**config.mk**
```make
export PLATFORM = sky130hd
export DESIGN_NAME = retire_ctrl
export DESIGN_NICKNAME = d
export VERILOG_FILES = /design/src/rtl/retire_ctrl.sv
export SDC_FILE = /design/constraint.sdc
export NUM_CORES = 1
export LEC_CHECK = 0
export ABC_AREA = 1
export BUFFER_PORTS_ARGS = -buffer_cell sky130_fd_sc_hd__buf_2
export CORE_AREA = 2 2 188 190
export CTS_CLUSTER_DIAMETER = 200
export CTS_CLUSTER_SIZE = 40
export DETAILED_ROUTE_END_ITERATION = 8
export DIE_AREA = 0 0 190 192
export PLACE_DENSITY = 0.61
export REMOVE_ABC_BUFFERS = 1
export SLEW_MARGIN = 40
export SYNTH_ARGS = -nofsm -noshare
export SYNTH_HDL_FRONTEND = slang
export SYNTH_SLANG_ARGS = --single-unit
```
**constraint.sdc**
```tcl
create_clock -name clk -period 11.6 [get_ports clk]
set_clock_uncertainty 0.15 [all_clocks]
set_input_delay 2.32 -clock clk [delete_from_list [all_inputs] [get_ports clk]]
set_output_delay 2.32 -clock clk [all_outputs]
set_load 0.02 [all_outputs]
```
**src/rtl/retire_ctrl.sv**
```systemverilog
module retire_ctrl #(
  parameter int W        = 4,
  parameter int MAXD     = 2,
  parameter int SW       = 16,
  parameter int AW       = 5,
  parameter int PW       = 7,
  parameter int ROBD     = 32,
  parameter int UW       = 8,
  parameter int FW       = 16,
  parameter logic [31:0] RESET_PC = 32'h0,
  localparam int DW = $clog2(MAXD + 1),
  localparam int CW = $clog2(ROBD + 1),
  localparam int NW = $clog2(W + 1)
) (
  input  logic                  clk,
  input  logic                  rst_n,
  input  logic                  thread_active,
  input  logic                  trap_done,
  input  logic                  stores_pending,
  input  logic [CW-1:0]         rob_count,
  input  logic [W-1:0]          hd_valid,
  input  logic [W-1:0]          hd_ready,
  input  logic [W-1:0]          hd_squashed,
  input  logic [W-1:0]          hd_executed,
  input  logic [W-1:0]          hd_nonspec,
  input  logic [W-1:0]          hd_load,
  input  logic [W-1:0]          hd_store,
  input  logic [W-1:0]          hd_fault,
  input  logic [W*DW-1:0]       hd_ndest,
  input  logic [W*SW-1:0]       hd_seq,
  input  logic [W*MAXD*AW-1:0]  hd_arch,
  input  logic [W*MAXD*PW-1:0]  hd_phys,
  output logic [W-1:0]          retire,
  output logic [NW-1:0]         commit_cnt,
  output logic [W*MAXD-1:0]     map_we,
  output logic [W*MAXD*AW-1:0]  map_arch,
  output logic [W*MAXD*PW-1:0]  map_phys,
  output logic                  nonspec_req,
  output logic                  nonspec_uncached,
  output logic [SW-1:0]         nonspec_seq,
  output logic                  trap_req,
  output logic                  trap_pending,
  output logic [SW-1:0]         done_seq,
  output logic [31:0]           pc,
  output logic [31:0]           npc,
  output logic [31:0]           nnpc,
  output logic [UW-1:0]         upc,
  output logic                  rob_empty,
  output logic [FW-1:0]         full_cycles
);
  localparam logic [31:0]   ISZ   = 32'd4;
  localparam logic [NW-1:0] WFULL = NW'(W);

  logic [W-1:0]  commit;
  logic [NW-1:0] nret;
  logic          stop, st_commit;
  logic [31:0]   p_n, n_n, nn_n;
  logic [SW-1:0] seq_n;

  always_comb begin
    stop             = !thread_active || trap_pending;
    commit           = '0;
    retire           = '0;
    commit_cnt       = '0;
    nret             = '0;
    nonspec_req      = 1'b0;
    nonspec_uncached = 1'b0;
    nonspec_seq      = '0;
    trap_req         = 1'b0;
    st_commit        = 1'b0;
    p_n              = pc;
    n_n              = npc;
    nn_n             = nnpc;
    seq_n            = done_seq;
    for (int i = 0; i < W; i++) begin
      if (!stop) begin
        if (!hd_valid[i] || !hd_ready[i]) begin
          stop = 1'b1;
        end else if (hd_squashed[i]) begin
          retire[i] = 1'b1;
          nret      = nret + 1'b1;
        end else if (!hd_executed[i]) begin
          if ((hd_nonspec[i] || hd_load[i]) && commit_cnt == '0 && !stores_pending) begin
            nonspec_req      = 1'b1;
            nonspec_uncached = !hd_nonspec[i];
            nonspec_seq      = hd_seq[i*SW +: SW];
          end
          stop = 1'b1;
        end else if (hd_fault[i]) begin
          if (commit_cnt == '0 && !stores_pending) trap_req = 1'b1;
          stop = 1'b1;
        end else begin
          commit[i]  = 1'b1;
          retire[i]  = 1'b1;
          commit_cnt = commit_cnt + 1'b1;
          nret       = nret + 1'b1;
          st_commit  = st_commit | hd_store[i];
          seq_n      = hd_seq[i*SW +: SW];
          p_n        = n_n;
          n_n        = nn_n;
          nn_n       = nn_n + ISZ;
        end
      end
    end
  end

  for (genvar gi = 0; gi < W; gi++) begin : g_slot
    for (genvar gd = 0; gd < MAXD; gd++) begin : g_dst
      assign map_we[gi*MAXD+gd] = commit[gi] && (DW'(gd) < hd_ndest[gi*DW +: DW]);
    end
  end
  assign map_arch  = hd_arch;
  assign map_phys  = hd_phys;
  assign rob_empty = (rob_count == CW'(nret)) && !stores_pending && !st_commit;

  always_ff @(posedge clk) begin
    if (!rst_n) begin
      pc           <= RESET_PC;
      npc          <= RESET_PC + ISZ;
      nnpc         <= RESET_PC + 2 * ISZ;
      upc          <= '0;
      done_seq     <= '0;
      trap_pending <= 1'b0;
      full_cycles  <= '0;
    end else begin
      pc       <= p_n;
      npc      <= n_n;
      nnpc     <= nn_n;
      upc      <= upc + UW'(commit_cnt);
      done_seq <= seq_n;
      if (trap_req)       trap_pending <= 1'b1;
      else if (trap_done) trap_pending <= 1'b0;
      if (commit_cnt == WFULL && full_cycles != '1) full_cycles <= full_cycles + 1'b1;
    end
  end

  assert_width_R1: assert property (@(posedge clk) disable iff (!rst_n)
    commit_cnt <= WFULL);
  assert_nonspec_first_R3: assert property (@(posedge clk) disable iff (!rst_n)
    nonspec_req |-> (commit_cnt == '0 && !stores_pending));
  assert_trap_hold_R5: assert property (@(posedge clk) disable iff (!rst_n)
    trap_req |=> trap_pending);
  assert_frozen_R5: assert property (@(posedge clk) disable iff (!rst_n)
    trap_pending |-> (retire == '0 && !trap_req && !nonspec_req));
  assert_pc_step_R6: assert property (@(posedge clk) disable iff (!rst_n)
    (commit_cnt == NW'(1)) |=> (pc == $past(npc) && npc == $past(nnpc)));
  assert_done_hold_R8: assert property (@(posedge clk) disable iff (!rst_n)
    (commit_cnt == '0) |=> $stable(done_seq));
  assert_empty_R9: assert property (@(posedge clk) disable iff (!rst_n)
    rob_empty |-> !stores_pending);
  assert_saturate_R10: assert property (@(posedge clk) disable iff (!rst_n)
    (full_cycles == '1) |=> (full_cycles == '1));
  assert_inactive_R12: assert property (@(posedge clk) disable iff (!rst_n)
    !thread_active |-> (retire == '0 && !trap_req && !nonspec_req));
endmodule

```
==> metrics.yaml <==
clocking:
  clkSlewWorstSetupHoldPaths_ns: 0.06
  cts_resized: 0
  cts_made_buffers: 17
  cts_root_buf: "clkbuf_16"
  htree_levels: 4
  post-cts-setup-buffer-count: 0
  clock_latency_ns: 0.45
  cts_sinks: 135
  cts_max_path_buffers: 2
  cts_tree: "built"
  ctsHoldBuffers: 0
synth:
  synth_top_area_share: 0.206
  synth_most_common_cell: "nand2_1"
  syn-cell-area_sq_mm: 0.0131
  yosysTopAreaCell: "dfxtp_1"
  syn_avg_cell_area_sq_um: 5.80
  synthTopCellsByArea: "dfxtp_1, nand2_1, o21ai_0"
  synth_xor_area_frac: 0.00867
  synth_top_flop_cell: "dfxtp_1"
  ys_seq_area_frac: 0.206
  synthArstFlopShare: 0
  synthAdderAreaFrac: 0.0168
  syn_inst: 2263
  synth_common_cells: "nand2_1, inv_1, o21ai_0"
  synthDistinctLibCells: 55
  muxShareOfSynthArea: 0
  synth_compound_area_frac: 0.180
  yosys_warnings: 0
  ys_ff_latch: 135
  synth-simple-area-share: 0.432
  synth_edf_count: 0
  synth_top_family_by_area: "simple AND/OR/NAND/NOR gates"
die:
  dieWidth_microns: 190
  fp-row-count: 68
  pin_count: 479
  start_util: 0.383
  die_h_microns: 192
  dieArea_sq_mm: 0.0365
  core_area_sq_mm: 0.0343
global_route:
  grt_start_max_net_pins: 78
  antenna_found_initial: 5
  grt_overflow: 0
  grtUsageTotal: 0.372
  grt_pass1_wl_microns: 98200
  grt_pass1_vias: 14466
final_layout:
  drive_gt1_frac: 0.201
  syn_to_final_growth_pct: 13.2
  nNetsFinal: 2629
  final-instance-count-excl-fill: 2872
  utilization: 0.434
  final_cell_area_sq_mm: 0.0149
  n_fill_cell: 3732
detailed_routing:
  initialDrtViolationCount: 1560
  via_count: 16182
  wl_microns: 69000
  wl_per_cell_microns: 24.0
  vias_per_cell: 5.63
  drc: 0
  dr.pass1.iters: 7
  ant_nets: 0
timing:
  hold_violations: 0
  timing.fmax_mhz: 114
  hold_ws_ns: 0.348
  tightest_slew_ns: 0.845
  timing.final.crit_share: 0.755
  fin_crit_ns: 8.76
  finalSetupTns_ns: 0
  rsz0062_at_grt: "false"
  setup_slack_ns: 2.84
  finalSetupViolCount: 0
  maxSlewViolCount: 0
  slew-limit-headroom: 0.437
job:
  max_cap_viol_count: 0
placed_design:
  dp_hpwl_microns: 54200
  io_buffers: 284
  routabilityCongestion: 0.966
  place_inst: 2837
  pre_cts_ws_ns: 2.93
  dpl-instance-area_sq_mm: 0.0142
power_and_ir_drop:
  p_per_area_mw_per_mm2: 77.4
  power_leakage_nw: 6.61
  irDropWorstVdd_v: 0.000107
  power.total_mw: 1.15
worst_hold_path:
  holdCritPathClass: "register to register"
setup_path:
  crit_family: "simple AND/OR/NAND/NOR gates"
  slowest_delay_ns: 0.67
  critPathKind: "input port to output pin"
  cp-start-kind: "input port"
  cpMaxStageDelayCell: "nor2_8"
  crit_required_ns: 9.13
  crit_fanout: 46
  worstPathArrival_ns: 6.29
  r2r_slack_ns: 6.08
  cp.buffers_inverters: 5
  crit_top_cell: "nand2_1"
  cp_cell_sequence: "buf_2 > inv_2 > nor2_4 > nand3_4 > nor2_8 > ha_1 > nand2_1 > o21ai_0 > ha_1 > nand2_1 > nand2_1 > inv_1 > ha_1 > nand2_1 > inv_1 > nand3_1 > a31oi_1 > buf_2"
  end_kind: "output pin"
run_status:
  status: "complete, no violations"
[routing by layer]
metal / vias to the layer above / wire length [microns] / global-route usage
li1: 7634 / - / -
met5: - / 555 / 0.113
met2: 978 / 28000 / 0.546
met3: 103 / 10700 / 0.212
met1: 7455 / 27300 / 0.443
met4: 12 / 2370 / 0.129
[final timing paths]
path,cells after the start,from,endpoint
hold reg to reg,2,upc[6]$_SDFF_PN0_,upc[6]$_SDFF_PN0_
setup reg to reg,30,trap_pending$_SDFFE_PN0P_,nnpc[18]$_SDFF_PN0_
setup / recovery,18,thread_active,nonspec_uncached
hold / removal,2,upc[6]$_SDFF_PN0_,upc[6]$_SDFF_PN0_
[area by class of cell]
class / instances / area (sq um) / area share
inverter: 263 / 993 / 0.0668
sequential: 135 / 2700 / 0.182
multi-input combinational: 1682 / 8410 / 0.566
antenna: 3 / 7.51 / 0.000505
timing repair buffer: 302 / 1560 / 0.105
clock inverter: 14 / 189 / 0.0127
clock buffer: 18 / 439 / 0.0295
tap: 455 / 569 / 0.0383
[cell usage in the layout, fill, tap and decap left out, drive strengths merged, types with 2 or more instances in the layout]
cell     instances
o32ai            6
nand3          190
a221oi           6
o22ai           52
a21oi           63
nand2          646
dfxtp          135
inv            264
o2111ai          4
nor2           279
nor3            40
o21bai           3
ha              16
a31oi           15
a211oi           7
o21ai          238
o21a            12
buf            302
diode            3
nand3b           3
bufinv           3
nor4             7
xor2             7
clkinv           9
xnor2            6
o211ai           7
nand4           62
a311oi           2
conb             2
clkbuf          18
[where the power goes]
part	leakage [nW]	switching (mW)	internal, mW	total, mW
Sequential	1.09	0.00138	0.465	0.467
Clock	0.308	0.248	0.351	0.599
Combinational	5.22	0.0582	0.0273	0.0855
[tightest hold or removal path, delay by kind of cell, from the launching register on]
kind / cells / cell delay (ns)
AO/OA/AOI/OAI: 1 / 0.06
buffers and inverters: 1 / 0.08
flip-flops: 1 / 0.31
[kinds of logic (layout without fill, tap and decap cells)]
family	Yosys count	count (layout)
AO/OA/AOI/OAI	420	420
XOR/XNOR	13	13
adder cells (fa/ha/maj)	17	17
buffers and inverters	447	597
flip-flops	135	135
other	1	5
AND/OR/NAND/NOR	1230	1230
[state kept, by name, indices dropped and copies added (netlist names)]
signal,count
done_seq,16
full_cycles,16
nnpc,30
npc,32
pc,32
trap_pending,1
upc,8
Power figures use the tool's default switching activity.
